`config.mk`:
```
export PLATFORM = sky130hd
export DESIGN_NAME = stream_buffer_ro
export DESIGN_NICKNAME = d
export VERILOG_FILES = /design/src/rtl/stream_buffer_pkg.sv /design/src/rtl/sb_store.sv /design/src/rtl/sb_ptrs.sv /design/src/rtl/sb_outreg.sv /design/src/rtl/stream_buffer_ro.sv
export SDC_FILE = /design/constraint.sdc
export NUM_CORES = 1
export LEC_CHECK = 0
export BUFFER_PORTS_ARGS = -buffer_cell sky130_fd_sc_hd__buf_2
export CORE_MARGIN = 5
export CORE_UTILIZATION = 45
export CTS_CLUSTER_SIZE = 28
export DETAILED_ROUTE_END_ITERATION = 10
export PLACE_DENSITY = 0.65
export SLEW_MARGIN = 20
export SYNTH_ARGS = -nofsm -noshare
export SYNTH_HDL_FRONTEND = slang
export SYNTH_SLANG_ARGS = --single-unit
```
`constraint.sdc`:
```
create_clock -name clk -period 4.75 [get_ports clk]
set_input_delay 0.7125 -clock clk [delete_from_list [all_inputs] [get_ports clk]]
set_output_delay 0.7125 -clock clk [all_outputs]
set_load 0.01 [all_outputs]
```
`src/rtl/stream_buffer_pkg.sv`:
```
package stream_buffer_pkg;

    // Where the output holding register takes its next value from.
    typedef enum logic [1:0] {
        SRC_HOLD   = 2'd0,  // keep current beat (stalled)
        SRC_STORE  = 2'd1,  // oldest storage entry
        SRC_BYPASS = 2'd2,  // beat accepted this cycle, storage empty
        SRC_NONE   = 2'd3   // nothing available, go empty
    } out_src_e;

    function automatic int addr_bits(input int depth);
        return (depth > 2) ? $clog2(depth) : 1;
    endfunction

endpackage

```
`src/rtl/sb_store.sv`:
```
module sb_store #(
    parameter int WIDTH = 32,
    parameter int DEPTH = 16,
    localparam int AW   = stream_buffer_pkg::addr_bits(DEPTH)
) (
    input  logic             clk,
    input  logic             we,
    input  logic [AW-1:0]    waddr,
    input  logic [WIDTH-1:0] wdata,
    input  logic [AW-1:0]    raddr,
    output logic [WIDTH-1:0] rdata
);

    logic [WIDTH-1:0] entry_q [DEPTH];

    for (genvar i = 0; i < DEPTH; i++) begin : g_entry
        always_ff @(posedge clk) begin
            if (we && (waddr == AW'(i))) begin
                entry_q[i] <= wdata;
            end
        end
    end

    assign rdata = entry_q[raddr];

endmodule

```
`src/rtl/sb_ptrs.sv`:
```
module sb_ptrs #(
    parameter int DEPTH = 16,
    localparam int AW   = stream_buffer_pkg::addr_bits(DEPTH)
) (
    input  logic          clk,
    input  logic          rst,
    input  logic          push,
    input  logic          pop,
    output logic [AW-1:0] waddr,
    output logic [AW-1:0] raddr,
    output logic          full,
    output logic          empty
);

    // Pointers carry one wrap bit above the address.
    typedef struct packed {
        logic [AW:0] wr;
        logic [AW:0] rd;
    } ptr_state_t;

    ptr_state_t ptr_d, ptr_q;

    always_comb begin
        ptr_d = ptr_q;
        if (push) begin
            ptr_d.wr = ptr_q.wr + 1'b1;
        end
        if (pop) begin
            ptr_d.rd = ptr_q.rd + 1'b1;
        end
    end

    always_ff @(posedge clk) begin
        if (rst) begin
            ptr_q <= '0;
        end else begin
            ptr_q <= ptr_d;
        end
    end

    assign waddr = ptr_q.wr[AW-1:0];
    assign raddr = ptr_q.rd[AW-1:0];
    assign empty = (ptr_q.wr == ptr_q.rd);
    assign full  = (ptr_q.wr[AW] != ptr_q.rd[AW]) &&
                   (ptr_q.wr[AW-1:0] == ptr_q.rd[AW-1:0]);

endmodule

```
`src/rtl/sb_outreg.sv`:
```
module sb_outreg
    import stream_buffer_pkg::*;
#(
    parameter int WIDTH = 32
) (
    input  logic             clk,
    input  logic             rst,
    input  logic             store_empty,
    input  logic [WIDTH-1:0] store_data,
    input  logic             in_fire,
    input  logic [WIDTH-1:0] in_data,
    input  logic             m_ready,
    output logic             pop,
    output logic             bypass,
    output logic             m_valid,
    output logic [WIDTH-1:0] m_data
);

    typedef struct packed {
        logic             valid;
        logic [WIDTH-1:0] data;
    } out_state_t;

    out_state_t out_d, out_q;
    out_src_e   src;
    logic       load;

    always_comb begin
        load = !out_q.valid || m_ready;
        if (!load) begin
            src = SRC_HOLD;
        end else if (!store_empty) begin
            src = SRC_STORE;
        end else if (in_fire) begin
            src = SRC_BYPASS;
        end else begin
            src = SRC_NONE;
        end

        out_d = out_q;
        unique case (src)
            SRC_STORE:  out_d = '{valid: 1'b1, data: store_data};
            SRC_BYPASS: out_d = '{valid: 1'b1, data: in_data};
            SRC_NONE:   out_d.valid = 1'b0;
            default:    out_d = out_q;
        endcase
    end

    always_ff @(posedge clk) begin
        if (rst) begin
            out_q.valid <= 1'b0;
        end else begin
            out_q.valid <= out_d.valid;
        end
        out_q.data <= out_d.data;
    end

    assign pop     = (src == SRC_STORE);
    assign bypass  = (src == SRC_BYPASS);
    assign m_valid = out_q.valid;
    assign m_data  = out_q.data;

endmodule

```
`src/rtl/stream_buffer_ro.sv`:
```
module stream_buffer_ro #(
    parameter int WIDTH = 32,
    parameter int DEPTH = 16
) (
    input  logic             clk,
    input  logic             rst,
    input  logic [WIDTH-1:0] s_data,
    input  logic             s_valid,
    output logic             s_ready,
    output logic [WIDTH-1:0] m_data,
    output logic             m_valid,
    input  logic             m_ready
);

    localparam int AW = stream_buffer_pkg::addr_bits(DEPTH);

    logic [AW-1:0]    waddr, raddr;
    logic [WIDTH-1:0] rdata;
    logic             full, empty, push, pop, bypass, in_fire;

    assign s_ready = !full;
    assign in_fire = s_valid && !full;
    assign push    = in_fire && !bypass;

    sb_ptrs #(.DEPTH(DEPTH)) u_ptrs (
        .clk   (clk),
        .rst   (rst),
        .push  (push),
        .pop   (pop),
        .waddr (waddr),
        .raddr (raddr),
        .full  (full),
        .empty (empty)
    );

    sb_store #(.WIDTH(WIDTH), .DEPTH(DEPTH)) u_store (
        .clk   (clk),
        .we    (push),
        .waddr (waddr),
        .wdata (s_data),
        .raddr (raddr),
        .rdata (rdata)
    );

    sb_outreg #(.WIDTH(WIDTH)) u_out (
        .clk         (clk),
        .rst         (rst),
        .store_empty (empty),
        .store_data  (rdata),
        .in_fire     (in_fire),
        .in_data     (s_data),
        .m_ready     (m_ready),
        .pop         (pop),
        .bypass      (bypass),
        .m_valid     (m_valid),
        .m_data      (m_data)
    );

endmodule

```
### After elaboration in Yosys (flattened, before gate mapping)

Memories as Yosys holds them, arrays and structs flattened. A register that Yosys moved wholly into a read port is not among the register bits.
Cells that the tools add are included.

* bits in registers: 43
* memories: 1
* bits of input ports: 36
* output and inout bits: 34
* bits in writable memories: 512
* word-level logic and storage cells: 154

Memories
* u_store.entry_q: words 16, width 32, read ports 1, clocked after Yosys merged registers in 1, write ports 1, RTL line sb_store.sv:14 `logic [WIDTH-1:0] entry_q [DEPTH];`

* mux-type cells: 84
* reduce and logical (&&, ||, !) cells: 42
* equality and inequality tests: 21
* add/sub/neg operators: 2

Operators with widths (number)
* $mux 32: 15
* $reduce_or 32->1: 15
* $mux 4: 17
* $pmux 32 s2: 1
* $mux 1: 48
* $eq 4x4->1 const B: 8
* $logic_and 1x1->1: 19
* $eq 4x3->1 const B: 4
* $add 5x1->5 const B: 2
* $eq 4x2->1 const B: 2
* $eq 5x5->1: 1
* $eq 2x2->1 const B: 2
* $eq 4x1->1 const B: 1
* $eq 4x4->1: 1
* $logic_not 4->1: 1
* $mux 2: 2
* $reduce_bool 2->1: 2
* $logic_not 1->1: 3
* $eq 2x1->1 const B: 1
* $pmux 1 s2: 1
* $reduce_or 2->1: 1
* $logic_or 1x1->1: 1
* $ne 1x1->1: 1

### Longest topological paths before layout

* word-level depth: 29
* mapped depth: 9
* mapped depth without buffers: 9

### Modules after synthesis

Synthesis repeated with hierarchy kept, for this count alone.

* cell total of the unflattened synthesis: 943
* area, all modules: 21324.2 um2

By module, submodules not included
* sb_store: area each 19194.7 um2, sequential area each 15374.7 um2, cells each 806, times used 1
* sb_outreg: area each 1597.8 um2, sequential area each 980.9 um2, cells each 79, times used 1
* sb_ptrs: area each 509.2 um2, sequential area each 200.2 um2, cells each 55, times used 1
* stream_buffer_ro: area each 22.5 um2, sequential area each 0.0 um2, cells each 3, times used 1

### Worst setup path after synthesis

OpenSTA, ideal clock, no wires.

* path kind: flip-flop to flip-flop
* start point: register u_ptrs.ptr_q[4] (netlist name)
* end point: register u_ptrs.ptr_q[9] (netlist name)
* arrival: 3.631 ns
* data required time: 4.627 ns
* clock period less this slack: 3.753 ns
* slack: 0.997 ns
* stages on the path, launching flop included: 9
* library setup time: 0.123 ns
* path buffers: 0
* cells stage by stage: dfxtp_1 > xor2_1 > nor2_1 > a21o_1 > ha_1 > nor2b_1 > nand3_1 > a21oi_1 > mux2_2

* longest elaborated chain between the ends: 10
* elaborated cells between the ends (all ways): 11
* those cells by class: eq/ne: 3; mux: 3; reduce/logical: 5

Ends and longest elaborated chain
* from (decl): RTL line sb_ptrs.sv:21 `ptr_state_t ptr_d, ptr_q;`
* from (signal assigned): RTL line sb_ptrs.sv:37 `ptr_q <= ptr_d;`
* $ne 1x1->1: RTL line sb_ptrs.sv:44 `assign full = (ptr_q.wr[AW] != ptr_q.rd[AW]) &&`
* $logic_and 1x1->1: RTL line sb_ptrs.sv:44
* $logic_not 1->1: RTL line stream_buffer_ro.sv:22 `assign in_fire = s_valid && !full;`
* $logic_and 1x1->1: RTL line stream_buffer_ro.sv:22
* $mux 1: RTL line sb_outreg.sv:34 `end else if (in_fire) begin`
* $mux 2: RTL line sb_outreg.sv:32 `end else if (!store_empty) begin`
* $mux 2: RTL line sb_outreg.sv:30 `if (!load) begin`
* $eq 2x2->1: RTL line sb_outreg.sv:59 `assign bypass = (src == SRC_BYPASS);`
* $logic_not 1->1: RTL line stream_buffer_ro.sv:23 `assign push = in_fire && !bypass;`
* $logic_and 1x1->1 *: RTL line stream_buffer_ro.sv:23

Mark *: on every way between the ends. The rest lies on a longest branch, timed or not.
A chain may end at the register's enable or synchronous reset.

### Worst setup path after layout

* start point: register u_ptrs.ptr_q[9] (netlist name)
* end point: memory u_store.entry_q[14][2], enable pin

* longest elaborated chain between the ends: 29
* elaborated cells between the ends (all ways): 104
* those cells by class: eq/ne: 3; mux: 65; reduce/logical: 36

Ends and longest elaborated chain
* $ne 1x1->1: RTL line sb_ptrs.sv:44
* $logic_and 1x1->1: RTL line sb_ptrs.sv:44
* $logic_not 1->1: RTL line stream_buffer_ro.sv:22
* $logic_and 1x1->1: RTL line stream_buffer_ro.sv:22
* $mux 1: RTL line sb_outreg.sv:34
* $mux 2: RTL line sb_outreg.sv:32
* $mux 2: RTL line sb_outreg.sv:30
* $eq 2x2->1: RTL line sb_outreg.sv:59
* $logic_not 1->1: RTL line stream_buffer_ro.sv:23
* $logic_and 1x1->1 *: RTL line stream_buffer_ro.sv:23
* $logic_and 1x1->1: RTL line sb_store.sv:18 `if (we && (waddr == AW'(i))) begin`
* $mux 1: RTL line sb_store.sv:18
* $mux 1 (implied by the code): RTL line sb_store.sv:19 `entry_q[i] <= wdata;`
* $reduce_or 32->1 (no line)
* $mux 4 (no line) / $mux 1 (equally long branches) (15 in a row)
* to (decl): RTL line sb_store.sv:14

Marked as above.

==> metrics <==
met2 GRT Util 27.8%; row count 80; clock skew approximately 0.021 ns; Hold Vio Cnt, Final 0; Final period util roughly four fifths; unrepaired setup endpoints after global routing false; H-tree levels 2; hold buffers post-CTS 0; clock buffer depth 3; share of layout cells above drive strength 1 around 29%; register bit total from synthesis 559; Worst slew margin between 30 and 40%; Peak supply drop approximately 1.2 mV; DR DRC count 0; core area about 47000 um2; most frequent cells in the layout edfxtp_1, mux4_2, buf_2; reg2reg start u_ptrs.ptr_q[9]$_SDFFE_PP0P_; # diodes 0; largest family of logic cells by synthesized area multiplexers; GRT overflow 0; leakage power ~7.6 nW; GRT Max-Usage Layer met2; dpl hpwl between 20 and 30 mm; Pre-antenna DRT Iters 5; CTS tree done; Critical path origin u_ptrs.ptr_q[9]$_SDFFE_PP0P_; RR Endpoint u_store.entry_q[14][2]$_DFFE_PP_; nets@finish 1100; P&R area growth vs syn 13.2%; R2R Setup Slk approximately 0.98 ns; port bufs 69; syn_area_per_cell ~22 um2; FILL cells around 3700; critical path type flip-flop to flip-flop; CP max FO 66; post-synthesis adder-cell area fraction less than 1%; most common cell after layout, fill and taps aside edfxtp_1; Avg WL per Cell 25.8 um; Total Routing Usage GR 17.0%; max frequency approximately 0.27 GHz; Die Area between 50000 and 60000 um2; routed wire length 44.3 mm; mux contribution to synthesized area 15.1%; status finished clean; post-synthesis sequential area ratio approximately 77%; initial core utilization between 40% and 50%; Final ANT Viol Nets 0; most common flop cell mapped by yosys edfxtp_1; Data arrival, critical path slightly above 4 ns; setup TNS 0 ns; ys async rst share 0%; Critical Path RT 5.04 ns; Max-Cap Viols 0; Placer Congestion between 0.7 and 0.8; EDFF count, synth about 540; hold_sp m_ready; Root Buffer clkbuf_16; Worst Hold Class primary input to flip-flop; M1 GR Usage between 20 and 25%; Total Power 12.4 mW; Reg clk slew, reported paths around 0.06 ns; Final Critical Period approximately 3.8 ns; pre-CTS WS 0.965 ns; Worst Setup Start Kind flip-flop; Syn Nets between 1000 and 1500; io pins 70; Via density 5.76; vias in the first global route between 10000 and 15000; first-pass GRT wire length about 67 mm; Yosys Warn Count 0; DRT iter0 DRCs ~830; Reg2Reg Depth 8; Fin Hold WS 0.404 ns; number of max-slew violations in the final report 0; Worst Hold End u_out.m_valid$_SDFFE_PP0P_; CTS buffer count between 50 and 60; count of cell types in the netlist 36; DIE HEIGHT around 230 um; clk sinks roughly 560; Setup Buffers After CTS 0; Synth Area in XOR/XNOR less than 1%; Pwr Density a little over 500 nW/um2; vias post-DR around 10000; pin count of the biggest net entering global routing 67; Synth Area in Compound Gates under 10%; Post-Syn Instances roughly 960; cell count of the worst hold path 3; simple-gate share of the synthesized area ~1.3%; antenna violations before repair 0; fin worst setup slack about 0.98 ns; met3 Use GR roughly 2.5%; # setup viols final 0; worst skew pair latency ~0.60 ns; Worst-Margin Slew about 0.96 ns; CP endpoint kind flip-flop; PostCTS Resize Cnt 0; Die Wd 228 um; Cell Area, Synth approximately 21000 um2
routing by layer:
metal | part of all wire (%) | up-vias
met1 | 43 | 5224
li1 | - | 4276
met5 | 0 | -
met2 | 49 | 311
met4 | 2.0 | 0
met3 | 5.5 | 64
synthesized netlist by cell type, types with 2 or more instances:
library cell	number	area, um2
o22ai_1	32	200
nor2_1	12	45.0
nand2_1	2	7.51
edfxtp_1	544	16300
and3_1	15	93.8
a21o_1	33	248
a21oi_1	3	15.0
nor2b_1	5	31.3
mux2_2	2	22.5
buf_12	2	40.0
nand2b_1	3	18.8
o21ai_0	3	15.0
inv_1	6	22.5
a211oi_1	32	240
xor2_1	4	35.0
clkbuf_1	16	60.1
ha_1	8	100
buf_4	13	97.6
nand4_1	3	18.8
mux2i_1	33	330
xnor2_1	6	52.6
and4_1	2	17.5
buf_2	16	80.1
mux4_2	128	2880
dfxtp_1	15	300
buf_6	6	67.6
nand3_1	4	20.0
worst max-delay path, cell delays in order (launching register included):
cell      delay [ns]
dfxtp_1         0.39
xor2_1          0.60
nor2_1          0.14
a21o_1          0.23
ha_4            0.39
nand2b_1        0.33
a21oi_4         0.35
and3_2          0.72
buf_4           0.31
cells by family (layout without fill, tap and decap cells):
group | Yosys count | in the layout
muxes | 163 | 163
adders and majority gates | 8 | 8
DFF | 559 | 559
buffers and inverters | 59 | 202
and+or+nand+nor | 50 | 50
AOI/OAI and AO/OA | 108 | 108
xor gates and xnor gates | 10 | 10
state kept, by name, indices dropped and copies added, names as in the netlist, named ones only:
signal,cells
u_out.m_data,32
u_out.m_valid,1
u_ptrs.ptr_q,2
u_ptrs.raddr,4
u_ptrs.waddr,4
u_store.entry_q,512
power breakdown:
part,internal [mW],switching (mW)
registers,5.95,0.143
logic,0.858,1.33
clock network,2.36,1.76
worst max-delay path by stage:
stage / endpoint / cells past startpoint
floorplan: u_ptrs.ptr_q[9]$_SDFFE_PP0P_ / 8
global placement: u_store.entry_q[8][7]$_DFFE_PP_ / 8
global route: u_store.entry_q[14][30]$_DFFE_PP_ / 8
finish: u_store.entry_q[14][2]$_DFFE_PP_ / 8
detailed placement: u_store.entry_q[8][7]$_DFFE_PP_ / 8
CTS: u_store.entry_q[8][1]$_DFFE_PP_ / 8
stage by stage:
step	std cells	instance area (um2)	util, %
floorplan	957	21500	-
global placement	1613	22600	47.6
detailed placement	1613	22600	47.6
CTS	1715	24300	51.2
global route	1715	24300	51.2
finish	1715	24300	51.2
area by class of cell:
class	instances	area, um2	share of cell area (%)
sequential	559	16600	68.5
multi-input combinational	339	4510	18.6
clock buffer	74	1490	6.13
tap	615	769	3.17
timing repair buffer	94	646	2.66
clock inverter	28	214	0.880
inverter	6	22.5	0.0927
Note: power is estimated with default switching activity, not from simulation.
